==> config.mk <==
export PLATFORM = sky130hd
export DESIGN_NAME = steer_fabric
export DESIGN_NICKNAME = d
export VERILOG_FILES = /design/src/rtl/steer_pkg.sv /design/src/rtl/steer_sema.sv /design/src/rtl/steer_sel.sv /design/src/rtl/steer_bank.sv /design/src/rtl/steer_fabric.sv
export SDC_FILE = /design/constraint.sdc
export NUM_CORES = 1
export LEC_CHECK = 0
export BUFFER_PORTS_ARGS = -buffer_cell sky130_fd_sc_hd__buf_2
export CAP_MARGIN = 20
export CORE_ASPECT_RATIO = 0.5
export CORE_UTILIZATION = 51
export CTS_BUF_LIST = sky130_fd_sc_hd__clkbuf_4 sky130_fd_sc_hd__clkbuf_8
export CTS_CLUSTER_DIAMETER = 100
export DETAILED_ROUTE_END_ITERATION = 16
export HOLD_SLACK_MARGIN = 0.12
export PLACE_DENSITY = 0.7
export SYNTH_ARGS = -nofsm -noshare
export SYNTH_HDL_FRONTEND = slang
export SYNTH_SLANG_ARGS = --single-unit
==> constraint.sdc <==
create_clock -name clk -period 4.11 [get_ports clk]
set_clock_uncertainty 0.1 [all_clocks]
set_input_delay 0.2055 -clock clk [delete_from_list [all_inputs] [get_ports clk]]
set_output_delay 0.2055 -clock clk [all_outputs]
set_load 0.03 [all_outputs]
==> src/rtl/steer_pkg.sv <==
package steer_pkg;
   typedef enum logic [1:0] {
      OFS_COPY = 2'd0,
      OFS_SEL  = 2'd1,
      OFS_SEMA = 2'd2,
      OFS_NONE = 2'd3
   } steer_ofs_e;
endpackage

==> src/rtl/steer_sema.sv <==
module steer_sema #(
   parameter int NUM_REQ = 2,
   parameter int ID_W    = 1
) (
   input  logic            clk,
   input  logic            rst_n,
   input  logic            rd_en,
   input  logic            wr_en,
   input  logic            wr_bit0,
   input  logic [ID_W-1:0] req_id,
   output logic            held,
   output logic [ID_W-1:0] owner,
   output logic            holder,
   output logic            grant
);
   if (NUM_REQ < 2) begin : g_bad_req
      $error("steer_sema: NUM_REQ must be at least 2");
   end

   assign holder = held && (owner == req_id);
   assign grant  = !held || holder;

   always_ff @(posedge clk or negedge rst_n) begin
      if (!rst_n) begin
         held  <= 1'b0;
         owner <= '0;
      end else if (rd_en && !held) begin
         held  <= 1'b1;
         owner <= req_id;
      end else if (wr_en && holder && wr_bit0) begin
         held  <= 1'b0;
      end
   end
endmodule

==> src/rtl/steer_sel.sv <==
module steer_sel #(
   parameter int DATA_W = 16,
   parameter int GRP_W  = 2,
   parameter int INST_W = 1
) (
   input  logic              clk,
   input  logic              rst_n,
   input  logic              wr_en,
   input  logic [GRP_W-1:0]  wr_grp,
   input  logic [INST_W-1:0] wr_inst,
   input  logic              wr_mc,
   output logic [GRP_W-1:0]  grp,
   output logic [INST_W-1:0] inst,
   output logic              mc,
   output logic [DATA_W-1:0] word
);
   if (DATA_W < GRP_W + INST_W + 1) begin : g_bad_width
      $error("steer_sel: DATA_W too narrow for selector fields");
   end

   always_ff @(posedge clk or negedge rst_n) begin
      if (!rst_n) begin
         grp  <= '0;
         inst <= '0;
         mc   <= 1'b1;
      end else if (wr_en) begin
         grp  <= wr_grp;
         inst <= wr_inst;
         mc   <= wr_mc;
      end
   end

   always_comb begin
      word                     = '0;
      word[INST_W-1:0]         = inst;
      word[INST_W +: GRP_W]    = grp;
      word[DATA_W-1]           = mc;
   end
endmodule

==> src/rtl/steer_bank.sv <==
module steer_bank #(
   parameter int DATA_W     = 16,
   parameter int NUM_GROUPS = 3,
   parameter int NUM_INST   = 2,
   parameter int GRP_W      = 2,
   parameter int INST_W     = 1,
   localparam int NUM_COPIES = NUM_GROUPS * NUM_INST
) (
   input  logic                  clk,
   input  logic                  rst_n,
   input  logic                  wr_en,
   input  logic                  mc,
   input  logic [GRP_W-1:0]      grp,
   input  logic [INST_W-1:0]     inst,
   input  logic [DATA_W-1:0]     wdata,
   input  logic [NUM_COPIES-1:0] present,
   output logic [DATA_W-1:0]     rd_data
);
   logic [DATA_W-1:0]     copy_q [NUM_COPIES];
   logic [NUM_COPIES-1:0] hit;

   for (genvar gg = 0; gg < NUM_GROUPS; gg++) begin : g_grp
      for (genvar ii = 0; ii < NUM_INST; ii++) begin : g_inst
         localparam int IDX = gg * NUM_INST + ii;
         assign hit[IDX] = (grp == GRP_W'(gg)) && (inst == INST_W'(ii));
         always_ff @(posedge clk or negedge rst_n) begin
            if (!rst_n)
               copy_q[IDX] <= '0;
            else if (wr_en && (mc || (hit[IDX] && present[IDX])))
               copy_q[IDX] <= wdata;
         end
      end
   end

   always_comb begin
      rd_data = '0;
      for (int k = 0; k < NUM_COPIES; k++)
         if (hit[k] && present[k]) rd_data = copy_q[k];
   end
endmodule

==> src/rtl/steer_fabric.sv <==
module steer_fabric #(
   parameter int DATA_W     = 16,
   parameter int NUM_GROUPS = 3,
   parameter int NUM_INST   = 2,
   parameter int NUM_REQ    = 2,
   localparam int ID_W       = (NUM_REQ > 1) ? $clog2(NUM_REQ) : 1,
   localparam int GRP_W      = (NUM_GROUPS > 1) ? $clog2(NUM_GROUPS) + ((2 ** $clog2(NUM_GROUPS) == NUM_GROUPS) ? 0 : 0) : 1,
   localparam int INST_W     = (NUM_INST > 1) ? $clog2(NUM_INST) : 1,
   localparam int NUM_COPIES = NUM_GROUPS * NUM_INST
) (
   input  logic                  clk,
   input  logic                  rst_n,
   input  logic                  req_valid,
   input  logic [ID_W-1:0]       req_id,
   input  logic                  req_write,
   input  logic [1:0]            req_addr,
   input  logic [DATA_W-1:0]     req_wdata,
   input  logic [NUM_COPIES-1:0] present_mask,
   output logic                  rsp_valid,
   output logic [DATA_W-1:0]     rsp_data
);
   import steer_pkg::*;

   if (NUM_GROUPS < 1 || NUM_INST < 1) begin : g_bad_shape
      $error("steer_fabric: need at least one group and one instance");
   end

   logic              acc_rd, acc_wr;
   logic              sem_held, sem_holder, sem_grant;
   logic [ID_W-1:0]   sem_owner;
   logic [GRP_W-1:0]  sel_grp;
   logic [INST_W-1:0] sel_inst;
   logic              sel_mc;
   logic [DATA_W-1:0] sel_word;
   logic [DATA_W-1:0] bank_rd;
   logic [DATA_W-1:0] rd_mux;

   assign acc_rd = req_valid && !req_write;
   assign acc_wr = req_valid && req_write;

   steer_sema #(.NUM_REQ(NUM_REQ), .ID_W(ID_W)) u_sema (
      .clk     (clk),
      .rst_n   (rst_n),
      .rd_en   (acc_rd && (req_addr == OFS_SEMA)),
      .wr_en   (acc_wr && (req_addr == OFS_SEMA)),
      .wr_bit0 (req_wdata[0]),
      .req_id  (req_id),
      .held    (sem_held),
      .owner   (sem_owner),
      .holder  (sem_holder),
      .grant   (sem_grant)
   );

   steer_sel #(.DATA_W(DATA_W), .GRP_W(GRP_W), .INST_W(INST_W)) u_sel (
      .clk     (clk),
      .rst_n   (rst_n),
      .wr_en   (acc_wr && (req_addr == OFS_SEL) && sem_holder),
      .wr_grp  (req_wdata[INST_W +: GRP_W]),
      .wr_inst (req_wdata[INST_W-1:0]),
      .wr_mc   (req_wdata[DATA_W-1]),
      .grp     (sel_grp),
      .inst    (sel_inst),
      .mc      (sel_mc),
      .word    (sel_word)
   );

   steer_bank #(
      .DATA_W(DATA_W), .NUM_GROUPS(NUM_GROUPS), .NUM_INST(NUM_INST),
      .GRP_W(GRP_W), .INST_W(INST_W)
   ) u_bank (
      .clk     (clk),
      .rst_n   (rst_n),
      .wr_en   (acc_wr && (req_addr == OFS_COPY)),
      .mc      (sel_mc),
      .grp     (sel_grp),
      .inst    (sel_inst),
      .wdata   (req_wdata),
      .present (present_mask),
      .rd_data (bank_rd)
   );

   always_comb begin
      rd_mux = '0;
      if (!req_write) begin
         case (req_addr)
            OFS_COPY: rd_mux = bank_rd;
            OFS_SEL:  rd_mux = sel_word;
            OFS_SEMA: rd_mux = DATA_W'(sem_grant);
            default:  rd_mux = '0;
         endcase
      end
   end

   always_ff @(posedge clk or negedge rst_n) begin
      if (!rst_n) begin
         rsp_valid <= 1'b0;
         rsp_data  <= '0;
      end else begin
         rsp_valid <= req_valid;
         rsp_data  <= req_valid ? rd_mux : '0;
      end
   end
endmodule

Yosys cells after proc, flatten, opt, wreduce, memory -nomap -nowiden
Cells that the tools add are included.
{"block": "word_totals", "ff_bits": 119, "out_inout_bits": 17, "elab_cells": 71}
{"block": "op_classes", "n_eq_ne": 5, "muxes": 11, "n_bitwise": 1, "reduce_logical": 41}
{"cell": "$mux W16", "n": 8}
{"cell": "$pmux W16 S3", "n": 1}
{"cell": "$logic_and A1 B1 Y1", "n": 29}
{"cell": "$logic_or A1 B1 Y1", "n": 7}
{"cell": "$eq A2 B1 Y1 const B", "n": 2}
{"cell": "$eq A2 B2 Y1 const B", "n": 2}
{"cell": "$logic_not A2 Y1", "n": 2}
{"cell": "$logic_not A1 Y1", "n": 2}
{"cell": "$mux W1", "n": 2}
{"cell": "$reduce_bool A2 Y1", "n": 1}
{"cell": "$eq A1 B1 Y1", "n": 1}
{"cell": "$not A1 Y1", "n": 1}

Depth between registers and ports, before layout
Gate-level depths: netlist of the first run.
{"block": "logic_depth", "ltp_word": 12, "mapped_depth": 6, "depth_no_buf": 4}

Modules after synthesis
A second synthesis of the first run with hierarchy kept.
{"block": "unflattened", "hier_cells": 515, "area_unflattened_um2": 6105.9}
{"module": "steer_bank", "n_inst": 1, "cells_each": 417, "area_per_inst_um2": 4977.3}
{"module": "steer_fabric", "n_inst": 1, "cells_each": 64, "area_per_inst_um2": 752.0}
{"module": "steer_sel", "n_inst": 1, "cells_each": 25, "area_per_inst_um2": 270.3}
{"module": "steer_sema", "n_inst": 1, "cells_each": 9, "area_per_inst_um2": 106.4}

Worst setup path before layout of the first run
OpenSTA, ideal clock, no wires.
{"block": "synth_timing", "path_type": "reg2reg", "start": "register u_sel.grp[0]", "end": "register u_bank.copy_q[53] (netlist bit)", "setup_time_ns": 0.125, "arrival_time_ns": 1.573, "slack_ns": 2.312, "path_stages_with_launch": 7, "n_path_buf": 2, "synth_period_minus_slack_ns": 1.798, "path_cell_list": "dfrtp_1 -> buf_2 -> and2b_1 -> and2_4 -> o21ai_4 -> buf_6 -> mux2_2"}
{"block": "synth_via", "elab_chain_cells": 5}
{"element": "start, declared", "line": "steer_sel.sv:12", "text": "output logic [GRP_W-1:0] grp,"}
{"element": "start signal, assigned", "line": "steer_sel.sv:27", "text": "grp <= wr_grp;"}
{"element": "$eq A2 B1 Y1", "line": "steer_bank.sv:25", "text": "assign hit[IDX] = (grp == GRP_W'(gg)) && (inst == INST_W'(ii));"}
{"element": "$logic_and A1 B1 Y1", "line": "steer_bank.sv:25"}
{"element": "$logic_and A1 B1 Y1", "line": "steer_bank.sv:29", "text": "else if (wr_en && (mc || (hit[IDX] && present[IDX])))"}
{"element": "$logic_or A1 B1 Y1", "line": "steer_bank.sv:29"}
{"element": "$logic_and A1 B1 Y1", "line": "steer_bank.sv:29"}
{"element": "end signal, assigned by index", "line": "steer_bank.sv:30", "text": "copy_q[IDX] <= wdata;"}
{"element": "end, declared", "line": "steer_bank.sv:19", "text": "logic [DATA_W-1:0] copy_q [NUM_COPIES];"}
No other way between the ends.
A chain may end at the register's enable or synchronous reset.

Final worst setup path of the first run
{"block": "layout_timing", "start": "register u_sel.inst", "end": "register u_bank.copy_q[71] (netlist bit)"}
{"block": "layout_via", "elab_chain_cells": 4}
{"element": "start, declared", "line": "steer_sel.sv:13", "text": "output logic [INST_W-1:0] inst,"}
{"element": "start signal, assigned", "line": "steer_sel.sv:28", "text": "inst <= wr_inst;"}
{"element": "$logic_and A1 B1 Y1", "line": "steer_bank.sv:25"}
{"element": "$logic_and A1 B1 Y1", "line": "steer_bank.sv:29"}
{"element": "$logic_or A1 B1 Y1", "line": "steer_bank.sv:29"}
{"element": "$logic_and A1 B1 Y1", "line": "steer_bank.sv:29"}
No other way between the ends.

==> impl_metrics.tcl, run 1 <==
set metrics [dict create \
    run_status "finished, final reports clean" \
    post_route_cell_area_mm2 0.00614 \
    vdd_drop_max_mv 0.245 \
    worst_ep_arrival_time_ns 2.75 \
    flow.area_growth_from_synthesis_pct 17.9 \
    crit-reg2reg-launch "u_sel.inst$_DFFE_PN0P_" \
    period_minus_slack_ns 2.55 \
    synth_top_area_share 0.567 \
    setup-violations-final 0 \
    post_synth_inst_count 360 \
    timing.max_cap.violations 0 \
    final_critical_path_setup_slack_ns 1.56 \
    hold_path_depth 4 \
    synth_top_flop_cell "sky130_fd_sc_hd__dfrtp_1" \
    drt_first_iter_violations 236 \
    reg2reg_depth 4 \
    path_cells "nor4bb_4, buf_4, o21ai_2, mux2_2" \
    root_buffer "sky130_fd_sc_hd__clkbuf_8" \
    hold_end "rsp_data[0]$_DFF_PN0_" \
    drt.antenna.violating_nets 0 \
    placement.io_buffers 45 \
    dp_hpwl_um 7570 \
    vias_per_cell 6.10 \
    clockBufferDepth 2 \
    final_layout_size_suffix_gt1_frac 0.443 \
    antennaDiodeCount 0 \
    postSynthNetCount 389 \
    register_area_mm2 0.00298 \
    yosysWarningCount 0 \
    multi_input_comb_area_mm2 0.00210 \
    dp_worst_slack_ns 1.61 \
    terminus_of_the_critical_flop_to_flop_path "u_bank.copy_q[71]$_DFFE_PN0P_" \
    cts_htree_levels 4 \
    slew_headroom 0.278 \
    cts_tree "yes" \
    setup.worst_path.class "flop to flop" \
    detailroute.via_count 3508 \
    grt_ovf 0 \
    wl_per_cell_um 21.0 \
    synth_area_mm2 0.00521 \
    clock.fmax_mhz 392 \
    grt_setup_unrepaired "false" \
    postPlaceCellArea_mm2 0.00551 \
    critPathMaxStageDelay_ns 0.85 \
    worst_path_fanout_max 17 \
    clock_sinks 119 \
    setup-tns-final_ns 0 \
    largest_net_degree_at_the_start_of_global_routing 65 \
    total_leakage_power_nw 2.81 \
    drt_wl_total_um 12100 \
    floorplan.initialDensity 0.539 \
    cp.required_ns 4.31 \
    replace_congestion 0.940 \
    worst_hold_path_type "input port to flop" \
    io_pins 46 \
    yosys_top_cell_by_area "sky130_fd_sc_hd__dfrtp_1" \
    synthTopCellsByArea "sky130_fd_sc_hd__dfrtp_1, sky130_fd_sc_hd__mux2_2, sky130_fd_sc_hd__mux2_4" \
    rows 25 \
    clk-insertion-delay-late_ns 0.42 \
    worst_setup_path_start_kind "flop" \
    timing.critical_path.slowest_stage_cell "sky130_fd_sc_hd__o21ai_2" \
    grt_first_pass_wirelength_um 19300 \
    count_of_endpoints_failing_hold_in_the_final_timing_report 0 \
    number_of_antenna_violations_at_the_first_check_in_global_routing 0 \
    die_width_um 145 \
    fp.dieArea_mm2 0.0106 \
    cts.reportedPaths.clkPinSlew_ns 0.07 \
    p_per_area_mw_per_mm2 629 \
    final_net_count 459 \
    final_max_slew_viol_count 0 \
    grtUsageTotal 0.245 \
    synth.yosys.seq_area_share 0.572 \
    cts_inserted_buffers 17 \
    detail_route.drc_violations 0 \
    flop2flop_setup_slack_ns 1.56 \
    coreArea_mm2 0.00967 \
    dr.pass1.iters 13 \
    synth.most_common_cell "sky130_fd_sc_hd__dfrtp_1" \
    avgSynthCellArea_um2 14.5 \
    num-fill-cells 716 \
    netlist_top_cells_count "sky130_fd_sc_hd__dfrtp_1, sky130_fd_sc_hd__mux2_2, sky130_fd_sc_hd__a222oi_1, sky130_fd_sc_hd__a22oi_1" \
    worstHoldStart "present_mask[5]" \
    die_height_um 73.5 \
    postSynthRegisterBits 119 \
    worstMarginPinSlew_ns 1.08 \
    crit_path_start "u_sel.inst$_DFFE_PN0P_" \
    first_global_vias 3536 \
    finalCritPeriodShare 0.620 \
    synth-async-reset-ratio 1.00 \
    synth-edff-count 0 \
    cp-end-kind "flop" \
    netlist-cell-type-count 44 \
]
where the power goes:
group / switching, mW / total (mW) / internal [mW]
Sequential: 0.305 / 1.92 / 1.62
Combinational: 0.353 / 0.853 / 0.500
Clock: 0.443 / 1.09 / 0.644
routing by layer:
layer  GRT usage  routed length, um
met1       0.327               5550
met2       0.388               5560
met3      0.0720                797
met4      0.0816                144
met5           0                  0
registers in the layout, summed over array words and instances (netlist names):
signal,cells
u_sel.mc,1
u_sel.grp,2
u_sema.owner,1
rsp_valid,1
u_bank.copy_q,96
rsp_data,16
u_sel.inst,1
u_sema.held,1
stage by stage:
stage	util	cells	hold slack [ns]	power, mW
floorplan	-	360	-0.190	2.50
CTS	0.635	575	0.177	3.87
global route	0.635	575	0.242	4.04
detailed placement	0.570	524	0.250	2.76
global placement	0.570	524	0.224	2.69
finish	0.635	575	0.202	3.86
timing repair:
action | CTS | global route
gates resized for setup | 0 | 0
hold endpoints to repair | 177 | 0
buffers inserted | 0 | 0
hold buffers | 22 | 0
layout make-up:
class | count | area share
Inverter | 1 | 0.000611
Tap cell | 135 | 0.0275
Timing Repair Buffer | 72 | 0.0791
Sequential cell | 119 | 0.485
Multi-Input combinational cell | 219 | 0.341
Clock inverter | 8 | 0.0202
Clock buffer | 21 | 0.0460
cell families (layout without fill, tap and decap cells):
| group | count (synthesis) | count (layout) | share of synthesized area |
|---|---|---|---|
| flip-flops | 119 | 119 | 0.572 |
| multiplexers | 101 | 101 | 0.226 |
| AO/OA/AOI/OAI | 77 | 77 | 0.116 |
| AND/OR/NAND/NOR | 40 | 40 | 0.0565 |
| buffers and inverters | 22 | 102 | 0.0281 |
| XOR/XNOR | 1 | 1 | 0.00168 |
worst max-delay path, delay by kind of cell, from the launching register on:
family | cells | cell delay (ns)
compound gates | 1 | 0.85
buf+inv | 1 | 0.23
flops | 1 | 0.56
mux | 1 | 0.43
simple gates | 1 | 0.24
cell usage in the layout (no fill, tap or decap), drive strengths merged, types with 3 or more instances in the layout:
cell / count
dfrtp: 118
nand2b: 3
o21ai: 14
bufinv: 3
nor2: 7
o22ai: 3
and2: 4
a221oi: 7
a21o: 3
nand3b: 3
a32o: 3
clkinv: 3
dlygate4sd3: 22
a222oi: 12
a22oi: 12
a21oi: 10
mux2: 101
a31oi: 6
buf: 50
nand2: 6
clkbuf: 21
worst max path at each step:
stage / endpoint / cells past startpoint
after floorplan: u_bank.copy_q[53]$_DFFE_PN0P_ / 6
after global placement: u_bank.copy_q[71]$_DFFE_PN0P_ / 4
after detailed placement: u_bank.copy_q[64]$_DFFE_PN0P_ / 4
after CTS: u_bank.copy_q[79]$_DFFE_PN0P_ / 4
after global routing: u_bank.copy_q[79]$_DFFE_PN0P_ / 4
final: u_bank.copy_q[71]$_DFFE_PN0P_ / 4
(Power assumes the default switching activity.)
==> run 2: changes to the inputs <==
--- a/config.mk
+++ b/config.mk
@@ -13,7 +13,7 @@
 export CTS_CLUSTER_DIAMETER = 100
 export DETAILED_ROUTE_END_ITERATION = 16
 export HOLD_SLACK_MARGIN = 0.12
-export PLACE_DENSITY = 0.7
+export PLACE_DENSITY = 0.73
 export SYNTH_ARGS = -nofsm -noshare
 export SYNTH_HDL_FRONTEND = slang
 export SYNTH_SLANG_ARGS = --single-unit
==> constraint.sdc (replaced) <==
create_clock -name clk -period 2.2 [get_ports clk]
set_clock_uncertainty 0.1 [all_clocks]
set_input_delay 0.11 -clock clk [delete_from_list [all_inputs] [get_ports clk]]
set_output_delay 0.11 -clock clk [all_outputs]
set_load 0.03 [all_outputs]
==> impl_metrics.tcl, run 2 (same netlist as run 1, synthesis figures left out) <==
set metrics [dict create \
    grt_ovf 0 \
    total_power_mw 7.31 \
    replace_congestion 0.949 \
    crit_path_start "req_addr[0]" \
    grt_first_pass_wirelength_um 19500 \
    grt_setup_unrepaired "false" \
    die_width_um 145 \
    vias_per_cell 5.89 \
    final_critical_path_setup_slack_ns 0.0609 \
    total_leakage_power_nw 2.92 \
    number_of_antenna_violations_at_the_first_check_in_global_routing 0 \
    dp_hpwl_um 7850 \
    drt_wl_total_um 12100 \
    clock.fmax_mhz 467 \
    cts_htree_levels 4 \
    detail_route.drc_violations 0 \
    cp-end-kind "flop" \
    vdd_drop_max_mv 0.444 \
    final_layout_size_suffix_gt1_frac 0.459 \
    final_cells 599 \
    rows 25 \
    largest_net_degree_at_the_start_of_global_routing 63 \
    reg.largest.list "u_bank.copy_q: 96 flops, rsp_data: 16 flops, u_sel.grp: 2 flops" \
    setup-tns-final_ns 0 \
    cts_tree "yes" \
    reg2reg_depth 5 \
    coreArea_mm2 0.00967 \
    post_cts_hold_buffer_count 28 \
    first_global_vias 3630 \
    setup.worst_path.class "input port to flop" \
    drt.antenna.violating_nets 0 \
    grtUsageTotal 0.248 \
    flow.area_growth_from_synthesis_pct 22.4 \
    regMostFlops "u_bank.copy_q" \
    worst_setup_path_start_kind "input port" \
    period_minus_slack_ns 2.14 \
    postCtsResizedCells 0 \
    io_pins 46 \
    die_height_um 73.5 \
    largest_register_ffs 96 \
    worstMarginPinSlew_ns 0.819 \
    antennaDiodeCount 0 \
    final_max_slew_viol_count 0 \
    root_buffer "sky130_fd_sc_hd__clkbuf_8" \
    clock_sinks 119 \
    timing.max_cap.violations 0 \
    cts.reportedPaths.clkPinSlew_ns 0.08 \
    worst_ep_arrival_time_ns 2.41 \
    wl_per_cell_um 20.2 \
    clockBufferDepth 2 \
    crit-reg2reg-launch "u_sel.inst$_DFFE_PN0P_" \
    leading_cell_types_in_the_layout_fill_and_taps_excluded "sky130_fd_sc_hd__dfrtp_1, sky130_fd_sc_hd__mux2_2, sky130_fd_sc_hd__buf_2" \
    slew_headroom 0.452 \
    dr.pass1.iters 5 \
    drt_first_iter_violations 306 \
    cts_inserted_buffers 17 \
    finalCritPeriodShare 0.972 \
    final_net_count 480 \
    worst_path_fanout_max 11 \
    post-cts-setup-buffers 0 \
    dp_worst_slack_ns 0.211 \
    placement.io_buffers 45 \
    run_status "finished, final reports clean" \
    worst_hold_path_type "input port to async pin" \
    detailroute.via_count 3526 \
    floorplan.initialDensity 0.539 \
    fp.dieArea_mm2 0.0106 \
    count_of_endpoints_failing_hold_in_the_final_timing_report 0 \
    setup-violations-final 0 \
    clk-insertion-delay-late_ns 0.44 \
    layout_commonest_cell "sky130_fd_sc_hd__dfrtp_1" \
    cp.required_ns 2.47 \
    dp_cells 538 \
    p_per_area_mw_per_mm2 1150 \
]
-- run 2: cell count changes in the layout (fill, tap and decap cells not counted), sizes merged --
cell / change
bufinv: -1
dlygate4sd3: +6
buf: +15
clkbuf: -1
clkinv: +2
inv: +3
-- run 2: metrics by stage --
stage / cell area, um^2 / hold slack, ns / utilization
after floorplan: 5210 / -0.286 / -
after global placement: 5650 / -0.0644 / 0.584
after detailed placement: 5650 / -0.0582 / 0.584
after CTS: 6340 / 0.136 / 0.656
after global routing: 6370 / 0.148 / 0.659
final: 6370 / 0.151 / 0.659
-- run 2: layout make-up --
class                      count  area [um^2]
fill                         690         3290
sequential                   119         2980
multi-input combinational    219         2090
timing repair buffer          93          716
clock buffer                  20          275
tap                          135          169
clock inverter                12          141
inverter                       1         3.75
-- run 2: final timing paths --
path | endpoint | slack, ns
setup / recovery | rsp_data[0]$_DFF_PN0_ | 0.06
hold / removal | u_bank.copy_q[24]$_DFFE_PN0P_ | 0.15
setup reg to reg | u_bank.copy_q[21]$_DFFE_PN0P_ | 0.15
hold reg to reg | u_bank.copy_q[10]$_DFFE_PN0P_ | 0.40
max in group asynchronous | u_bank.copy_q[38]$_DFFE_PN0P_ | 0.96
min in group clk | rsp_data[11]$_DFF_PN0_ | 0.16
-- run 2: routing by layer --
layer  vias up  global-route usage  wire (um)  part of all wire
met3         7              0.0758        751             0.062
met5         -                   0          0                 0
met4         0              0.0792         82            0.0068
li1       1575                   -          -                 -
met2       127               0.401       5670              0.47
met1      1817               0.326       5590              0.46
-- run 2: worst max-delay path, stage by stage --
cell and delay (ns):
sky130_fd_sc_hd__dlygate4sd3_1 0.53, sky130_fd_sc_hd__buf_2 0.19, sky130_fd_sc_hd__nor4b_4 0.29, sky130_fd_sc_hd__dlygate4sd3_1 0.68, sky130_fd_sc_hd__nand2b_1 0.15, sky130_fd_sc_hd__a211oi_1 0.30, sky130_fd_sc_hd__nand3b_1 0.16
-- run 2: where the power goes --
part | internal, mW | switching, mW
clock | 1.11 | 0.937
sequential | 3.02 | 0.571
combinational | 0.983 | 0.690
total | 5.11 | 2.20
==> run 3: changes to the inputs <==
--- a/config.mk
+++ b/config.mk
@@ -8,12 +8,12 @@
 export BUFFER_PORTS_ARGS = -buffer_cell sky130_fd_sc_hd__buf_2
 export CAP_MARGIN = 20
 export CORE_ASPECT_RATIO = 0.5
-export CORE_UTILIZATION = 51
+export CORE_UTILIZATION = 56
 export CTS_BUF_LIST = sky130_fd_sc_hd__clkbuf_4 sky130_fd_sc_hd__clkbuf_8
 export CTS_CLUSTER_DIAMETER = 100
 export DETAILED_ROUTE_END_ITERATION = 16
 export HOLD_SLACK_MARGIN = 0.12
-export PLACE_DENSITY = 0.73
+export PLACE_DENSITY = 0.79
 export SYNTH_ARGS = -nofsm -noshare
 export SYNTH_HDL_FRONTEND = slang
 export SYNTH_SLANG_ARGS = --single-unit
==> impl_metrics.tcl, run 3 (same netlist as run 1, synthesis figures left out) <==
set metrics [dict create \
    worst_hold_path_type "input port to flop" \
    finalCritPeriodShare 0.929 \
    clkPwrFrac 0.293 \
    placement.io_buffers 45 \
    reg.largest.list "u_bank.copy_q: 96 flops, rsp_data: 16 flops, u_sel.grp: 2 flops" \
    dp_worst_slack_ns 0.195 \
    worst_path_fanout_max 13 \
    postPlaceCellArea_mm2 0.00562 \
    io_pins 46 \
    count_of_endpoints_failing_hold_in_the_final_timing_report 0 \
    path_cells "and2b_1, and2_4, o21ai_4, buf_12, mux2_2" \
    critPathMaxStageDelay_ns 0.54 \
    highest-signal-layer "met4" \
    detailroute.via_count 3574 \
    period_minus_slack_ns 2.04 \
    flow.area_growth_from_synthesis_pct 21.4 \
    postCtsResizedCells 0 \
    clock.fmax_mhz 489 \
    largest_net_degree_at_the_start_of_global_routing 62 \
    final_max_slew_viol_count 0 \
    setup-violations-final 0 \
    cts_tree "yes" \
    largest_register_ffs 96 \
    multi_input_comb_area_mm2 0.00209 \
    layout_commonest_cell "sky130_fd_sc_hd__dfrtp_1" \
    cp.required_ns 2.42 \
    vias_per_cell 6.17 \
    drt_first_iter_violations 311 \
    die_height_um 70.2 \
    cts_htree_levels 4 \
    setup.worst_path.class "flop to flop" \
    final_net_count 478 \
    timing.critical_path.slowest_stage_cell "sky130_fd_sc_hd__dfrtp_1" \
    num-fill-cells 547 \
    switching_share 0.290 \
    clockBufferDepth 2 \
    switchingPower_mw 2.16 \
    register_area_mm2 0.00298 \
    drt_wl_total_um 12200 \
    worst_setup_path_start_kind "flop" \
    clock_sinks 119 \
    grtUsageTotal 0.279 \
    drt.antenna.violating_nets 0 \
    rows 24 \
    final_layout_size_suffix_gt1_frac 0.461 \
    regMostFlops "u_bank.copy_q" \
    cts.reportedPaths.clkPinSlew_ns 0.07 \
    replace_congestion 1.04 \
    clk-insertion-delay-late_ns 0.45 \
    grt_first_pass_wirelength_um 19900 \
    fp.dieArea_mm2 0.00971 \
    grt_ovf 0 \
    cts_inserted_buffers 17 \
    number_of_antenna_violations_at_the_first_check_in_global_routing 0 \
    post_route_cell_area_mm2 0.00632 \
    setup-tns-final_ns 0 \
    flop2flop_setup_slack_ns 0.16 \
    total_leakage_power_nw 2.92 \
    die_width_um 138 \
    m1_wire_length_um 5430 \
    pwr-share-seq 0.482 \
    coreArea_mm2 0.00886 \
    post-cts-setup-buffers 0 \
    root_buffer "sky130_fd_sc_hd__clkbuf_8" \
    route.met3.wl_um 797 \
    timing.max_cap.violations 0 \
    vdd_drop_max_mv 0.557 \
    worst_ep_arrival_time_ns 2.27 \
    detail_route.drc_violations 6 \
    leading_cell_types_in_the_layout_fill_and_taps_excluded "sky130_fd_sc_hd__dfrtp_1, sky130_fd_sc_hd__mux2_2, sky130_fd_sc_hd__buf_2" \
    cp-end-kind "flop" \
    worstMarginPinSlew_ns 0.729 \
    violations "DRC" \
    dr.pass1.iters 12 \
    final_critical_path_setup_slack_ns 0.156 \
    grt_setup_unrepaired "false" \
    dp_hpwl_um 7930 \
    run_status "finished with violations" \
    floorplan.initialDensity 0.588 \
    antennaDiodeCount 0 \
    wl_per_cell_um 21.1 \
    p_per_area_mw_per_mm2 1180 \
    detailroute.wirelength.met2_um 5770 \
    slew_headroom 0.512 \
    first_global_vias 3665 \
    power_report.internal_total_mw 5.28 \
    share_comb_of_total_power 0.225 \
]
==> run 3: power groups by stage <==
| stage | Sequential (mW) | Combinational [mW] | Clock [mW] |
|---|---|---|---|
| 3_3_place_gp | 3.53 | 1.54 | 0 |
| 6_report | 3.58 | 1.68 | 2.18 |
| 3_5_place_dp | 3.58 | 1.63 | 0 |
| 4_1_cts | 3.56 | 1.68 | 2.21 |
| 2_1_floorplan | 3.36 | 1.30 | 0 |
| 5_1_grt | 3.65 | 1.81 | 2.33 |
==> run 3: worst paths after layout <==
path,from,endpoint,depth (start not counted)
min in group asynchronous,rst_n,rsp_data[0]$_DFF_PN0_,3
worst max register to register,u_sel.grp[1]$_DFFE_PN0P_,u_bank.copy_q[36]$_DFFE_PN0P_,5
worst min-delay path,present_mask[0],rsp_data[13]$_DFF_PN0_,5
worst min register to register,u_bank.copy_q[45]$_DFFE_PN0P_,u_bank.copy_q[45]$_DFFE_PN0P_,1
max in group asynchronous,rst_n,rsp_data[8]$_DFF_PN0_,4
worst max-delay path,u_sel.grp[1]$_DFFE_PN0P_,u_bank.copy_q[36]$_DFFE_PN0P_,5
==> run 3: cell type report <==
type	count	share of cell area
Tap cell	117	0.0232
Timing Repair Buffer	91	0.105
Multi-Input combinational cell	219	0.330
Inverter	1	0.000594
Clock buffer	20	0.0416
Sequential cell	119	0.471
Clock inverter	12	0.0279
==> run 3: worst max-delay path, delay by kind of cell (launching register included) <==
family,cells,cell delay [ns]
DFF,1,0.54
and+or+nand+nor,2,0.50
muxes,1,0.34
AOI/OAI and AO/OA,1,0.26
buffers and inverters,1,0.18
==> run 3: metrics by stage <==
stage	instances	util	hold WS, ns	power [mW]
2_1_floorplan	360	-	-0.286	4.66
3_3_place_gp	521	0.634	-0.0815	5.07
3_5_place_dp	521	0.634	-0.0773	5.22
4_1_cts	580	0.715	0.151	7.45
5_1_grt	579	0.713	0.175	7.79
6_report	579	0.713	0.175	7.44
==> run 3: per-layer routing <==
layer	up-vias	GRT usage
met3	24	0.0672
met1	1840	0.376
met4	0	0.112
li1	1557	-
met2	153	0.439
met5	-	0
==> run 3: repair_timing <==
item                                   4_1_cts  5_1_grt
endpoints found under the hold margin      236        0
hold buffers                                27        0
setup endpoints to repair                    0       19
